[config.mk]
export PLATFORM = sky130hd
export DESIGN_NAME = rtc_ctrl_regs
export DESIGN_NICKNAME = d
export VERILOG_FILES = /design/src/rtl/rtc_ctrl_pkg.sv /design/src/rtl/rtc_mode_decode.sv /design/src/rtl/rtc_update_timer.sv /design/src/rtl/rtc_irq_flags.sv /design/src/rtl/rtc_ctrl_regs.sv
export SDC_FILE = /design/constraint.sdc
export NUM_CORES = 1
export LEC_CHECK = 0
export BUFFER_PORTS_ARGS = -buffer_cell sky130_fd_sc_hd__buf_2
export CORE_UTILIZATION = 46
export DETAILED_ROUTE_END_ITERATION = 8
export HOLD_SLACK_MARGIN = 0.12
export PLACE_DENSITY_LB_ADDON = 0.05
export SETUP_SLACK_MARGIN = 0.3
export SYNTH_ARGS = -nofsm -noshare
export SYNTH_HDL_FRONTEND = slang
export SYNTH_SLANG_ARGS = --single-unit
[constraint.sdc]
create_clock -name clk -period 1.6 [get_ports clk]
set_input_delay 0.08 -clock clk [delete_from_list [all_inputs] [get_ports clk]]
set_output_delay 0.08 -clock clk [all_outputs]
set_load 0.05 [all_outputs]
[src/rtl/rtc_ctrl_pkg.sv]
// Package: shared addresses, field positions and the decoded-mode type
// for the real-time clock control/status register bank.
package rtc_ctrl_pkg;

    localparam int          DATA_W    = 8;
    localparam logic [7:0]  ADDR_REGA = 8'h0A;
    localparam logic [7:0]  ADDR_REGB = 8'h0B;
    localparam logic [7:0]  ADDR_REGC = 8'h0C;
    localparam logic [7:0]  ADDR_REGD = 8'h0D;

    // Mode field encodings that the decoder distinguishes
    localparam logic [2:0]  MODE_RUN    = 3'b010;
    localparam logic [2:0]  MODE_RUN_CW = 3'b011;

    // Number of interrupt sources; index 2 periodic, 1 alarm, 0 update
    localparam int          NUM_SRC   = 3;

    typedef struct packed {
        logic osc_on;   // oscillator running
        logic div_on;   // divider chain running
        logic creg_wr;  // flag register writable
    } mode_dec_t;

endpackage

[src/rtl/rtc_mode_decode.sv]
// Module: rtc_mode_decode
// Turns the three-bit mode field into oscillator, divider and
// flag-register-write enables. Purely combinational; assumes the field
// is held in a register by the caller.
module rtc_mode_decode
    import rtc_ctrl_pkg::*;
(
    input  logic [2:0] mode_field,
    output mode_dec_t  mode_dec
);

    // Decode each of the eight mode patterns
    always_comb begin
        mode_dec = '0;
        case (mode_field)
            MODE_RUN: begin
                mode_dec.osc_on = 1'b1;
                mode_dec.div_on = 1'b1;
            end
            MODE_RUN_CW: begin
                mode_dec.osc_on  = 1'b1;
                mode_dec.div_on  = 1'b1;
                mode_dec.creg_wr = 1'b1;
            end
            3'b110, 3'b111: begin
                mode_dec.osc_on = 1'b1;
            end
            default: mode_dec = '0;
        endcase
    end

endmodule

[src/rtl/rtc_update_timer.sv]
// Module: rtc_update_timer
// Counts input clocks to place the one-second update pulse: the first
// pulse half a second after the divider is enabled, then one per second.
// Raises the update-in-progress bit LEAD_CYCLES cycles ahead of the pulse
// (the pulse cycle included). Assumes CLKS_PER_SEC >= 4 and
// 1 <= LEAD_CYCLES < CLKS_PER_SEC/2.
module rtc_update_timer #(
    parameter int CLKS_PER_SEC = 1000,
    parameter int LEAD_CYCLES  = 8
) (
    input  logic clk,
    input  logic rst_n,
    input  logic div_on,
    input  logic inhibit,
    output logic upd_pulse,
    output logic upd_busy
);

    localparam int CNT_W      = $clog2(CLKS_PER_SEC);
    localparam int HALF_SEC   = CLKS_PER_SEC / 2;
    localparam logic [CNT_W-1:0] RELOAD_FULL = CNT_W'(CLKS_PER_SEC - 1);
    localparam logic [CNT_W-1:0] RELOAD_HALF = CNT_W'(HALF_SEC - 1);
    localparam logic [CNT_W-1:0] LEAD_LIM    = CNT_W'(LEAD_CYCLES);

    logic [CNT_W-1:0] tick_cnt;
    logic             at_zero;

    assign at_zero = (tick_cnt == '0);

    // Countdown: held at the half-second preload while the divider is off
    always_ff @(posedge clk) begin
        if (!rst_n) begin
            tick_cnt <= RELOAD_HALF;
        end else if (!div_on) begin
            tick_cnt <= RELOAD_HALF;
        end else if (at_zero) begin
            tick_cnt <= RELOAD_FULL;
        end else begin
            tick_cnt <= tick_cnt - 1'b1;
        end
    end

    // Pulse on the terminal count; busy in the lead window unless inhibited
    always_comb begin
        upd_pulse = div_on && at_zero;
        upd_busy  = div_on && !inhibit && (tick_cnt < LEAD_LIM);
    end

endmodule

[src/rtl/rtc_irq_flags.sv]
// Module: rtc_irq_flags
// One sticky flag per interrupt source. Source event beats a software
// write, which beats the read-clear. The combined flag is the OR of
// each flag masked by its enable. Assumes events are one-cycle pulses.
module rtc_irq_flags #(
    parameter int NSRC = 3
) (
    input  logic            clk,
    input  logic            rst_n,
    input  logic [NSRC-1:0] src_evt,
    input  logic [NSRC-1:0] src_en,
    input  logic            rd_clear,
    input  logic            sw_load,
    input  logic [NSRC-1:0] sw_val,
    output logic [NSRC-1:0] flag_q,
    output logic            any_flag
);

    for (genvar gi = 0; gi < NSRC; gi++) begin : g_flag
        // Per-source sticky flag with event priority
        always_ff @(posedge clk) begin
            if (!rst_n) begin
                flag_q[gi] <= 1'b0;
            end else if (src_evt[gi]) begin
                flag_q[gi] <= 1'b1;
            end else if (sw_load) begin
                flag_q[gi] <= sw_val[gi];
            end else if (rd_clear) begin
                flag_q[gi] <= 1'b0;
            end
        end
    end

    // Masked OR of all flags
    always_comb any_flag = |(flag_q & src_en);

endmodule

[src/rtl/rtc_ctrl_regs.sv]
// Module: rtc_ctrl_regs (top)
// Control/status register bank of a real-time clock on a synchronous
// byte bus. Holds the mode/rate register, the enable/format register,
// the flag register and the supply-status register; decodes the mode,
// times the update pulse and combines the interrupt flags. Assumes one
// access per cycle and single-cycle event pulses.
module rtc_ctrl_regs
    import rtc_ctrl_pkg::*;
#(
    parameter int CLKS_PER_SEC = 1000,
    parameter int LEAD_CYCLES  = 8
) (
    input  logic              clk,
    input  logic              rst_n,
    input  logic [7:0]        bus_addr,
    input  logic [DATA_W-1:0] bus_wdata,
    input  logic              bus_we,
    input  logic              bus_re,
    output logic [DATA_W-1:0] bus_rdata,
    input  logic              periodic_evt,
    input  logic              alarm_evt,
    input  logic              vrt_in,
    output logic              osc_en,
    output logic              div_en,
    output logic              update_pulse,
    output logic              uip,
    output logic [3:0]        rate_sel,
    output logic              sqw_en,
    output logic              sq32k_en,
    output logic              fmt_bin,
    output logic              fmt_24h,
    output logic              dst_en,
    output logic              update_xfer_inhibit,
    output logic              irq
);

    // Register A fields (not reset)
    logic [2:0] mode_q;
    logic [3:0] rate_q;
    // Register B fields: reset and non-reset groups
    logic       inh_q, dfmt_q, hfmt_q, dst_q;
    logic       pie_q, aie_q, uie_q, sqwe_q;
    // Register C 32 kHz enable (not reset)
    logic       k32_q;

    logic [DATA_W-1:0] rd_mux;
    logic [DATA_W-1:0] rdata_q;
    logic              wr_a, wr_b, wr_c, rd_c;
    mode_dec_t         mode_dec;
    logic [NUM_SRC-1:0] flag_q;
    logic              intf;
    logic              upd_pulse_w;
    logic              upd_busy_w;

    // Address decode of the bus strobes
    always_comb begin
        wr_a = bus_we && (bus_addr == ADDR_REGA);
        wr_b = bus_we && (bus_addr == ADDR_REGB);
        wr_c = bus_we && (bus_addr == ADDR_REGC) && mode_dec.creg_wr;
        rd_c = bus_re && (bus_addr == ADDR_REGC);
    end

    // Register A and the non-reset bits of B and C
    always_ff @(posedge clk) begin
        if (wr_a) begin
            mode_q <= bus_wdata[6:4];
            rate_q <= bus_wdata[3:0];
        end
        if (wr_b) begin
            inh_q  <= bus_wdata[7];
            dfmt_q <= bus_wdata[2];
            hfmt_q <= bus_wdata[1];
            dst_q  <= bus_wdata[0];
        end
        if (wr_c) begin
            k32_q <= bus_wdata[2];
        end
    end

    // Enable bits of register B, cleared by reset
    always_ff @(posedge clk) begin
        if (!rst_n) begin
            pie_q  <= 1'b0;
            aie_q  <= 1'b0;
            uie_q  <= 1'b0;
            sqwe_q <= 1'b0;
        end else if (wr_b) begin
            pie_q  <= bus_wdata[6];
            aie_q  <= bus_wdata[5];
            uie_q  <= bus_wdata[4];
            sqwe_q <= bus_wdata[3];
        end
    end

    rtc_mode_decode u_mode (
        .mode_field (mode_q),
        .mode_dec   (mode_dec)
    );

    rtc_update_timer #(
        .CLKS_PER_SEC (CLKS_PER_SEC),
        .LEAD_CYCLES  (LEAD_CYCLES)
    ) u_timer (
        .clk       (clk),
        .rst_n     (rst_n),
        .div_on    (mode_dec.div_on),
        .inhibit   (inh_q),
        .upd_pulse (upd_pulse_w),
        .upd_busy  (upd_busy_w)
    );

    rtc_irq_flags #(
        .NSRC (NUM_SRC)
    ) u_flags (
        .clk      (clk),
        .rst_n    (rst_n),
        .src_evt  ({periodic_evt, alarm_evt, upd_pulse_w}),
        .src_en   ({pie_q, aie_q, uie_q}),
        .rd_clear (rd_c),
        .sw_load  (wr_c),
        .sw_val   (bus_wdata[6:4]),
        .flag_q   (flag_q),
        .any_flag (intf)
    );

    // Read multiplexer over the four registers
    always_comb begin
        case (bus_addr)
            ADDR_REGA: rd_mux = {upd_busy_w, mode_q, rate_q};
            ADDR_REGB: rd_mux = {inh_q, pie_q, aie_q, uie_q,
                                 sqwe_q, dfmt_q, hfmt_q, dst_q};
            ADDR_REGC: rd_mux = {intf, flag_q, 1'b0, k32_q, 2'b00};
            ADDR_REGD: rd_mux = {vrt_in, 7'b0};
            default:   rd_mux = '0;
        endcase
    end

    // Registered read data, held between reads
    always_ff @(posedge clk) begin
        if (!rst_n) begin
            rdata_q <= '0;
        end else if (bus_re) begin
            rdata_q <= rd_mux;
        end
    end

    // Output assignments
    always_comb begin
        bus_rdata           = rdata_q;
        osc_en              = mode_dec.osc_on;
        div_en              = mode_dec.div_on;
        update_pulse        = upd_pulse_w;
        uip                 = upd_busy_w;
        rate_sel            = rate_q;
        sqw_en              = sqwe_q;
        sq32k_en            = k32_q && mode_dec.creg_wr;
        fmt_bin             = dfmt_q;
        fmt_24h             = hfmt_q;
        dst_en              = dst_q;
        update_xfer_inhibit = inh_q;
        irq                 = intf;
    end

endmodule

== Word level (Yosys, flattened, before mapping) ==
Index checks and enable logic that the tools add are counted.

* Register bits after elaboration: 37
* Output and inout port bits: 23
* Word-level logic and storage cells: 61

* Add/subtract/negate cells: 1
* Order comparisons: 1
* Eq/ne operators: 8
* Mux-type cells: 12
* Bitwise operators: 3
* Reductions and logical operators: 19

{| class="wikitable"
|+ Operators by type and width
! kind !! count
|-
| 8-bit by 4-bit == test with 1-bit output, second input constant || 4
|-
| 8-bit one-hot mux with 4 select lines || 1
|-
| 10-bit logical NOT || 1
|-
| 10-bit by 4-bit less-than comparator with 1-bit output, second input constant || 1
|-
| 1-bit 2-to-1 mux || 10
|-
| 10-bit 2-to-1 mux || 1
|-
| 10-bit by 1-bit subtractor with 10-bit output, second input constant || 1
|-
| 1-bit logical AND || 9
|-
| 3-bit nonzero test || 3
|-
| 3-bit by 2-bit == test with 1-bit output, second input constant || 2
|-
| 3-bit == test, second input constant || 2
|-
| 3-bit OR reduction || 2
|-
| 4-bit OR reduction || 1
|-
| 3-bit bitwise AND || 1
|-
| 1-bit NOT || 2
|-
| 2-bit AND reduction || 1
|-
| 2-bit OR reduction || 1
|-
| 1-bit logical NOT || 1
|}

== Logic depth before layout (Yosys ltp) ==
Gate-level depths: netlist (run 1).

* Depth after elaboration: 6
* Depth in mapped cells: 6
* Gate-level depth less buffers: 6

== Hierarchy ==
A second synthesis (run 1) with hierarchy kept.

* Cells, all modules: 169
* Area total of the unflattened synthesis: 1819.2 µm²

{| class="wikitable"
|+ Modules (own cells, without submodules)
! module !! times used !! cells an instance !! area an instance (µm²) !! sequential area each (µm²)
|-
| rtc_ctrl_regs || 1 || 98 || 1172.4 || 600.6
|-
| rtc_update_timer || 1 || 54 || 483.0 || 200.2
|-
| rtc_irq_flags || 1 || 14 || 145.1 || 60.1
|-
| rtc_mode_decode || 1 || 3 || 18.8 || 0.0
|}

== Worst setup path after synthesis (run 1) ==
Ideal clock, no wire load.

* Path kind: flip-flop to output port
* From: reg mode_q[2]
* To: out uip
* Data arrival time: 2.151 ns
* Setup slack: -0.631 ns
* Cell stages (with the launch flop): 4
* Buffers on the path: 0
* Path through: edfxtp_1 > nor2b_1 > nand3_1 > nor2_1

* Word-level cells in the longest chain between the ends: 5

{| class="wikitable"
|+ Ends and longest elaborated chain
! what !! line !! text
|-
| from (decl) || rtc_ctrl_regs.sv:38 || <nowiki>logic [2:0] mode_q;</nowiki>
|-
| from (signal assigned) || rtc_ctrl_regs.sv:66 || <nowiki>mode_q <= bus_wdata[6:4];</nowiki>
|-
| 3-bit by 2-bit == test with 1-bit output || rtc_mode_decode.sv:15 || <nowiki>case (mode_field)</nowiki>
|-
| 2-bit OR reduction (no line) * || -- ||
|-
| 1-bit 2-to-1 mux * || rtc_mode_decode.sv:15 ||
|-
| named net div_en || rtc_ctrl_regs.sv:24 || <nowiki>output logic div_en,</nowiki>
|-
| 1-bit logical AND * (2 in series) || rtc_update_timer.sv:46 || <nowiki>upd_busy = div_on && !inhibit && (tick_cnt < LEAD_LIM);</nowiki>
|-
| to (decl) || rtc_ctrl_regs.sv:26 || <nowiki>output logic uip,</nowiki>
|}

Mark *: on every way through the listed nets, which the timed path passes. The rest lies on a longest branch.

== Worst setup path after layout (run 1) ==
* From: reg u_timer.tick_cnt[0]
* To: out update_pulse

* Word-level cells in the longest chain between the ends: 2

{| class="wikitable"
|+ Ends and longest elaborated chain
! what !! line !! text
|-
| from (decl) || rtc_update_timer.sv:25 || <nowiki>logic [CNT_W-1:0] tick_cnt;</nowiki>
|-
| from (signal assigned) || rtc_update_timer.sv:39 || <nowiki>tick_cnt <= tick_cnt - 1'b1;</nowiki>
|-
| 10-bit logical NOT || rtc_update_timer.sv:28 || <nowiki>assign at_zero = (tick_cnt == '0);</nowiki>
|-
| 1-bit logical AND || rtc_update_timer.sv:45 || <nowiki>upd_pulse = div_on && at_zero;</nowiki>
|-
| to (decl) || rtc_ctrl_regs.sv:25 || <nowiki>output logic update_pulse,</nowiki>
|}

Every way passes these cells.

==> impl_metrics.py, run 1 <==
metrics = {
    "floorplan": {
        "dieArea_um2": 3910,
        "core_um2": 3420,
        "die_h_um": 62.5,
        "rows": 21,
        "fp.dieW_um": 62.5,
        "initial_core_util_pct": 49.3,
        "io_pins": 46,
    },
    "finish": {
        "final_common_cell": "buf_2",
        "fin_cells": 300,
        "fillCellCount": 229,
        "mostFrequentLayoutCells": "buf_2, buf_4, dfxtp_1",
        "regArea_um2": 873,
        "fin_nets": 278,
        "syn_to_final_growth_pct": 55.1,
        "drive_above_1_share_pct": 48.4,
        "diodes": 0,
        "multi_input_area_um2": 966,
    },
    "synthesis": {
        "synthTopCellsByArea": "dfxtp_1, edfxtp_1, mux2i_1",
        "synth_edf_count": 12,
        "postSynth.asyncResetShare_pct": 0,
        "syn_avg_cell_area_um2": 10.4,
        "yosysUniqueCellTypes": 44,
        "synthCells": 162,
        "synth_area_um2": 1680,
        "syn_nets": 187,
        "synth_top_area_share_pct": 29.7,
        "yosysSeqAreaShare_pct": 51.1,
        "synth_warnings": 0,
        "synth_ff_type": "dfxtp_1",
        "ys_ff_latch": 37,
        "synth_top_cell_by_area": "dfxtp_1",
    },
    "route": {
        "ant_nets": 0,
        "route.detailed.drc": 0,
        "wirelength_um": 4810,
        "vias": 1641,
        "drt_iter0_drc": 88,
        "first_pass_iters": 4,
        "wl_per_cell_um": 16.0,
        "viasPerCell": 5.47,
    },
    "power": {
        "powerDensity_nw_per_um2": 611,
        "p_leak_nw": 1.12,
        "p_comb_share_pct": 8.9,
        "p_switching_uw": 376,
        "peakVddDrop_uv": 627,
        "internal_power_mw": 1.22,
        "seqPwrFrac_pct": 61.2,
        "clkPwrFrac_pct": 29.9,
        "switching_share_pct": 23.6,
    },
    "setup_path": {
        "end_kind": "output port",
        "critical_path_class": "reg -> out",
        "crit_arrival_ps": 1560,
        "cp-start-kind": "flip-flop",
        "cp_max_fo": 3,
        "crit_required_ps": 1520,
    },
    "status": {
        "violations": "setup timing",
        "status": "complete, but fails checks",
    },
    "timing": {
        "min_period_ps": 1640,
        "clock_skew_ps": 17.1,
        "fin_ws_ps": -37.9,
        "fin_crit_sh_pct": 102,
        "relSlewSlack_pct": 72.1,
        "fin_setup_tns_ps": -112,
        "worstMarginPinSlew_ps": 418,
        "hold_viol": 0,
        "final_max_slew_viol_count": 0,
        "setup_viol": 5,
        "fmax_mhz": 611,
        "rsz0062_at_grt": "true",
        "hold_ws_ps": 142,
    },
    "placement": {
        "dp_cells": 258,
        "gp_congestion": 0.837,
        "portBuffers": 45,
        "hpwl_um": 3070,
    },
    "global_route": {
        "overflow": 0,
        "grt_first_pass_wirelength_um": 7600,
        "grt_antenna_before_repair": 0,
        "grt_max_degree": 14,
        "track_usage_pct": 25.4,
        "grt_pass1_vias": 1618,
    },
    "clock_network": {
        "clk_latency_ps": 350,
        "cts.path.max_buffers": 2,
        "h-tree-depth": 2,
        "cts_tree": "built",
        "root_buffer": "clkbuf_4",
        "numCtsBuffers": 5,
        "clk_pin_slew_ps": 110,
        "cts.sinks": 37,
    },
    "job": {
        "max_cap_viol_count": 0,
    },
    "min_path": {
        "hold_class": "in -> reg",
    },
}
[worst paths after layout]
path                                   from                        endpoint  slack, ps  cells past startpoint
max          u_timer.tick_cnt[0]$_SDFF_PP1_                    update_pulse        -40                      5
min reg2reg       bus_rdata[1]$_SDFFE_PN0P_       bus_rdata[1]$_SDFFE_PN0P_        480                      2
max reg2reg  u_timer.tick_cnt[0]$_SDFF_PP1_  u_timer.tick_cnt[9]$_SDFF_PN0_        -40                      6
min                                  bus_re       bus_rdata[3]$_SDFFE_PN0P_        140                      4
[synth_stat cells (all sizes together), types with 3 or more instances]
cell,n
edfxtp,12
o31ai,3
dfxtp,25
nand3,9
clkbuf,3
nand4,5
xor2,3
a22o,4
nor2b,3
nand2,12
or3b,3
nor2,18
inv,6
or4,3
o21ai,5
mux2,3
nor4,5
a21oi,5
mux2i,8
[kinds of logic (layout without fill, tap and decap cells)]
logic type      Yosys count  count (layout)  synth area share [%]
simple gates             69              69                  23.6
compound gates           28              28                  12.3
buf+inv                  10             102                  2.23
mux                      11              11                  6.76
flops                    37              37                  51.1
xor+xnor                  5               5                  2.60
fa+ha+maj                 2               2                  1.49
[flip-flops by register name, indices dropped and copies added (netlist names)]
register / count
aie_q: 1
bus_rdata: 8
dst_en: 1
fmt_24h: 1
fmt_bin: 1
k32_q: 1
mode_q: 3
pie_q: 1
rate_sel: 4
sqw_en: 1
u_flags.flag_q: 3
u_timer.tick_cnt: 10
uie_q: 1
update_xfer_inhibit: 1
[metal layers]
metal	up-vias	global-route usage, %	wire length, µm
li1	791	-	-
met1	775	28.6	2040
met2	62	44.4	2410
met3	13	6.20	231
met4	0	12.2	121
met5	-	0	0
[what timing repair did]
action / in CTS / in global routing
gates resized for setup: 36 / 14
hold endpoints to repair: 23 / 0
setup endpoints to repair: 20 / 21
pin swaps: 6 / 8
buffers inserted: 16 / 6
gates cloned: 0 / 0
hold buffers: 12 / 0
[per-stage QoR]
stage	cell area, µm²	worst slack, ps	utilization, %	total power, mW
3_3_place_gp	2090	71.4	61.1	1.10
2_1_floorplan	1750	150	-	1.05
4_1_cts	2510	-39.0	73.4	1.59
5_1_grt	2610	-85.1	76.4	1.65
6_report	2610	-37.9	76.4	1.60
3_5_place_dp	2090	21.4	61.1	1.11
[power by group through the flow]
stage	registers (mW)	clock network, mW	logic, mW
2_1_floorplan	0.999	0	0.0467
3_3_place_gp	0.999	0	0.103
3_5_place_dp	0.999	0	0.106
4_1_cts	0.975	0.479	0.137
5_1_grt	0.976	0.521	0.153
6_report	0.975	0.478	0.142
[critical path, stage by stage, from the launching register on]
cell and delay (ps):
dfxtp_2 340, inv_2 80, ha_4 120, or3b_4 410, nor2_4 110, buf_8 150
[layout make-up]
class,count,share of cell area [%]
flip-flops and latches,37,33.4
well taps,46,2.20
clock buffers,8,1.87
multi-input cells,115,37.0
repair buffers,88,24.6
inverters,6,0.862
(Power assumes the default switching activity.)
==> run 2, diff against run 1 <==
--- a/config.mk
+++ b/config.mk
@@ -8,2 +8,3 @@
 export BUFFER_PORTS_ARGS = -buffer_cell sky130_fd_sc_hd__buf_2
+export CORE_ASPECT_RATIO = 1.1
 export CORE_UTILIZATION = 46
@@ -12,2 +13,3 @@
 export PLACE_DENSITY_LB_ADDON = 0.05
+export REMOVE_ABC_BUFFERS = 1
 export SETUP_SLACK_MARGIN = 0.3
--- a/constraint.sdc
+++ b/constraint.sdc
@@ -3,2 +3,2 @@
 set_output_delay 0.08 -clock clk [all_outputs]
-set_load 0.05 [all_outputs]
+set_load 0.02 [all_outputs]
==> run 2 against run 1 <==
  * The flow still finishes with violations (setup timing)
  * Die area barely moved
  * Non-clock buffer count fell by 7
  * Hold slack got worse by 14 ps
  * Critical endpoint is now u_timer.tick_cnt[0]$_SDFF_PP1_
  * Highest routed layer unchanged
==> impl_metrics.py, run 2 (synthesis results as in run 1) <==
metrics = {
    "route": {
        "ant_nets": 0,
        "drt_iter0_drc": 106,
        "vias": 1603,
        "first_pass_iters": 4,
        "wirelength_um": 4450,
        "route.detailed.drc": 0,
        "wl_per_cell_um": 15.1,
        "viasPerCell": 5.43,
    },
    "setup_path": {
        "cp-start-kind": "flip-flop",
        "path_delay_family": "simple AND/OR/NAND/NOR gates",
        "slowest_stage": "or4_1",
        "end_kind": "flip-flop",
        "crit_arrival_ps": 1890,
        "crit_required_ps": 1880,
        "path_cells": "or4_1 -> nor4_4 -> nor2_2 -> nand2_1",
        "critical_path_class": "reg -> reg",
        "crit_buf_inv": 0,
        "cp_max_fo": 6,
        "startpoint": "u_timer.tick_cnt[6]$_SDFF_PP1_",
        "max_stage_delay_ps": 610,
        "timing.rr.start": "u_timer.tick_cnt[6]$_SDFF_PP1_",
    },
    "placement": {
        "gp_congestion": 0.885,
        "portBuffers": 45,
        "hpwl_um": 3090,
    },
    "finish": {
        "multi_input_area_um2": 876,
        "fin_nets": 271,
        "diodes": 0,
        "largest_register": "u_timer.tick_cnt",
        "regArea_um2": 870,
        "drive_above_1_share_pct": 42.5,
        "syn_to_final_growth_pct": 45.5,
        "fillCellCount": 270,
        "largest_register_ffs": 10,
        "final_common_cell": "buf_2",
        "mostFrequentLayoutCells": "buf_2, buf_4, dfxtp_1",
        "post-route-util_pct": 71.8,
    },
    "floorplan": {
        "die_h_um": 65.5,
        "core_um2": 3410,
        "initial_core_util_pct": 49.3,
        "dieArea_um2": 3910,
        "io_pins": 46,
        "fp.dieW_um": 59.7,
        "rows": 22,
    },
    "timing": {
        "setup_viol": 4,
        "fin_crit_sh_pct": 101,
        "min_period_ps": 1610,
        "relSlewSlack_pct": 71.7,
        "final_max_slew_viol_count": 0,
        "worstMarginPinSlew_ps": 424,
        "fin_ws_ps": -8.87,
        "rsz0062_at_grt": "true",
        "fmax_mhz": 622,
        "clock_skew_ps": 13.5,
        "hold_viol": 0,
    },
    "global_route": {
        "overflow": 0,
        "grt_busiest_layer": "met2",
        "grt_antenna_before_repair": 0,
        "grt_first_pass_wirelength_um": 6810,
        "grt_pass1_vias": 1497,
        "grt_max_degree": 14,
        "met2_usage_pct": 38.5,
        "track_usage_pct": 24.0,
        "use_met3_pct": 5.12,
        "grt_use_met1_pct": 29.2,
    },
    "clock_network": {
        "clk_pin_slew_ps": 110,
        "clk_latency_ps": 350,
        "cts_tree": "built",
        "root_buffer": "clkbuf_4",
        "cts.path.max_buffers": 2,
        "h-tree-depth": 2,
        "cts.sinks": 37,
        "numCtsBuffers": 5,
    },
    "power": {
        "p_leak_nw": 1.06,
        "peakVddDrop_uv": 507,
        "powerDensity_nw_per_um2": 648,
        "p_total_mw": 1.59,
    },
    "job": {
        "max_cap_viol_count": 0,
    },
    "status": {
        "violations": "setup timing",
        "status": "complete, but fails checks",
    },
    "min_path": {
        "hold_start": "bus_re",
        "hold_class": "in -> reg",
    },
}
## run 2: area by class of cell
class	count	area share (%)
multi-input combinational	115	35.8
sequential	37	35.5
timing repair buffer	81	23.3
tap	48	2.45
clock buffer	6	1.69
inverter	6	0.919
clock inverter	2	0.409
## run 2: repair_timing
action	4_1_cts	5_1_grt
resized for setup	33	6
pin swaps	8	2
hold buffers	13	0
hold endpoints to repair	23	0
endpoints found under the setup margin	20	20
setup buffers	9	1
## run 2: per-stage QoR
step | worst slack (ps) | hold WS [ps] | instance area (µm²) | TNS, ps | cells
floorplan | -26.2 | 179 | 1670 | -26.2 | 158
global placement | 24.5 | 261 | 2050 | 0 | 264
detailed placement | -36.7 | 266 | 2050 | -36.7 | 264
CTS | 1.53 | 128 | 2410 | 0 | 294
global route | -75.6 | 157 | 2450 | -543 | 295
finish | -8.87 | 128 | 2450 | -22.6 | 295
## run 2: worst min-delay path: cells and delay by family
| kind | cells | cell delay, ps |
|---|---|---|
| buffers and inverters | 2 | 230 |
| AO/OA/AOI/OAI | 1 | 50 |
| AND/OR/NAND/NOR | 1 | 70 |
## run 2: layer usage
| layer | routed length, µm | vias up |
|---|---|---|
| met5 | 0 | - |
| met4 | 93 | 0 |
| met3 | 329 | 9 |
| met2 | 2180 | 70 |
| met1 | 1850 | 749 |
| li1 | - | 775 |
## run 2: path summary, 6_finish.rpt
path,to,slack (ps),cells past startpoint
worst max-delay path,u_timer.tick_cnt[0]$_SDFF_PP1_,-9,4
worst min-delay path,bus_rdata[1]$_SDFFE_PN0P_,130,4
worst max register to register,u_timer.tick_cnt[0]$_SDFF_PP1_,-9,4
worst min register to register,bus_rdata[1]$_SDFFE_PN0P_,470,2
## run 2: report_power, final
group          switching, mW  internal (mW)  leakage [nW]
Combinational         0.0649         0.0712         0.713
Clock                  0.308          0.167        0.0320
Sequential           0.00436          0.972         0.311
==> run 3, diff against run 2 <==
Settings changed: MAX_ROUTING_LAYER set to met4.
==> run 3 against run 2 <==
  * The run still ends with setup timing left
  * First-iteration DRC count down 17%
  * Register-to-register slack is essentially flat
  * Core utilization increased by 1.7 points
  * Wire length rose by 4.8%
  * Critical endpoint is now update_pulse
  * Sequential power barely moved
  * Combinational power about the same
==> impl_metrics.py, run 3 (synthesis results as in run 1) <==
metrics = {
    "setup_path": {
        "critical_path_class": "reg -> out",
        "slowest_stage": "dfxtp_2",
        "crit_buf_inv": 3,
        "end_kind": "output port",
        "crit_required_ps": 1520,
        "crit_arrival_ps": 1580,
        "cp-start-kind": "flip-flop",
        "cp_common_cell": "buf_6",
        "path_cells": "nor4_4 -> buf_4 -> nand3_4 -> buf_6 -> nor2_4 -> buf_6",
        "r2r_setup_slack_ps": -20,
        "cp_max_fo": 3,
        "max_stage_delay_ps": 360,
        "path_delay_family": "simple AND/OR/NAND/NOR gates",
    },
    "global_route": {
        "grt_max_degree": 14,
        "track_usage_pct": 26.1,
        "grt_antenna_before_repair": 0,
        "grt_pass1_vias": 1500,
        "grt_first_pass_wirelength_um": 7080,
        "overflow": 0,
    },
    "power": {
        "p_leak_nw": 1.08,
        "peakVddDrop_uv": 535,
        "powerDensity_nw_per_um2": 762,
        "p_total_mw": 1.91,
    },
    "clock_network": {
        "numCtsBuffers": 5,
        "root_buffer": "clkbuf_4",
        "cts_tree": "built",
        "h-tree-depth": 2,
        "clk_pin_slew_ps": 110,
        "cts.sinks": 37,
        "clk_latency_ps": 340,
        "cts.path.max_buffers": 2,
    },
    "timing": {
        "setup_viol": 9,
        "fin_ws_ps": -58.8,
        "clock_skew_ps": 10.8,
        "fin_setup_tns_ps": -145,
        "relSlewSlack_pct": 73.6,
        "final_max_slew_viol_count": 0,
        "fmax_mhz": 603,
        "worstMarginPinSlew_ps": 395,
        "hold_viol": 0,
        "fin_crit_sh_pct": 104,
        "rsz0062_at_grt": "true",
        "min_period_ps": 1660,
    },
    "placement": {
        "dp_cells": 265,
        "pre_cts_ws_ps": -23.0,
        "gp_congestion": 0.928,
        "portBuffers": 45,
        "hpwl_um": 3200,
    },
    "finish": {
        "drive_above_1_share_pct": 43.7,
        "syn_to_final_growth_pct": 49.0,
        "mostFrequentLayoutCells": "buf_2, dfxtp_1, buf_4",
        "final_common_cell": "buf_2",
        "largest_register_ffs": 10,
        "fin_nets": 269,
        "largest_register": "u_timer.tick_cnt",
        "diodes": 0,
        "post-route-util_pct": 73.5,
        "fin_cells": 293,
    },
    "floorplan": {
        "io_pins": 46,
        "rows": 22,
        "fp.dieW_um": 59.7,
        "core_um2": 3410,
        "dieArea_um2": 3910,
        "die_h_um": 65.5,
        "initial_core_util_pct": 49.3,
    },
    "job": {
        "max_cap_viol_count": 0,
    },
    "status": {
        "status": "complete, but fails checks",
        "violations": "setup timing",
    },
    "route": {
        "wirelength_um": 4670,
        "route.detailed.drc": 0,
        "wl_per_cell_um": 15.9,
        "vias": 1578,
        "viasPerCell": 5.39,
        "drt_iter0_drc": 88,
        "first_pass_iters": 4,
        "ant_nets": 0,
    },
    "min_path": {
        "hold_class": "in -> reg",
    },
}
[run 3: through the flow]
stage	hold WS, ps	instance area, µm²
2_1_floorplan	179	1670
3_3_place_gp	261	2060
3_5_place_dp	266	2060
4_1_cts	120	2480
5_1_grt	153	2510
6_report	129	2510
[run 3: worst paths after layout]
kind / from / end / cells after the start
setup / recovery: u_timer.tick_cnt[7]$_SDFF_PP1_ / update_pulse / 6
hold / removal: bus_re / bus_rdata[0]$_SDFFE_PN0P_ / 4
hold reg to reg: bus_rdata[0]$_SDFFE_PN0P_ / bus_rdata[0]$_SDFFE_PN0P_ / 2
setup reg to reg: u_timer.tick_cnt[0]$_SDFF_PP1_ / u_timer.tick_cnt[9]$_SDFF_PN0_ / 5
[run 3: repair_timing]
item | CTS | global route
endpoints found under the setup margin | 20 | 20
gates resized for setup | 40 | 4
pin swaps | 9 | 0
buffers inserted | 6 | 1
hold buffers | 13 | 0
hold endpoints to repair | 25 | 0
[run 3: layout make-up]
class	instances	area, µm²
timing repair buffer	79	559
clock inverter	3	65.1
tap	48	60.1
sequential	37	870
fill	270	905
inverter	6	22.5
multi-input combinational	115	895
clock buffer	5	37.5
[run 3: routing by layer]
| layer | up-vias | track usage, % | wire, µm |
|---|---|---|---|
| li1 | 770 | - | - |
| met1 | 736 | 32.4 | 2050 |
| met2 | 66 | 40.6 | 2290 |
| met3 | 6 | 5.12 | 274 |
| met4 | 0 | 11.9 | 55 |
| met5 | - | - | 0 |
[run 3: report_power, final]
part	total, mW	internal (mW)	switching (mW)	leakage (nW)
Sequential	0.978	0.973	0.00576	0.311
Clock	0.800	0.484	0.316	0.0552
Combinational	0.135	0.0706	0.0642	0.711
Total	1.91	1.53	0.386	1.08
[run 3: worst min-delay path, cell delays in order]
cell	delay [ps]
buf_2	130
inv_1	100
nand2_1	70
a21oi_1	50
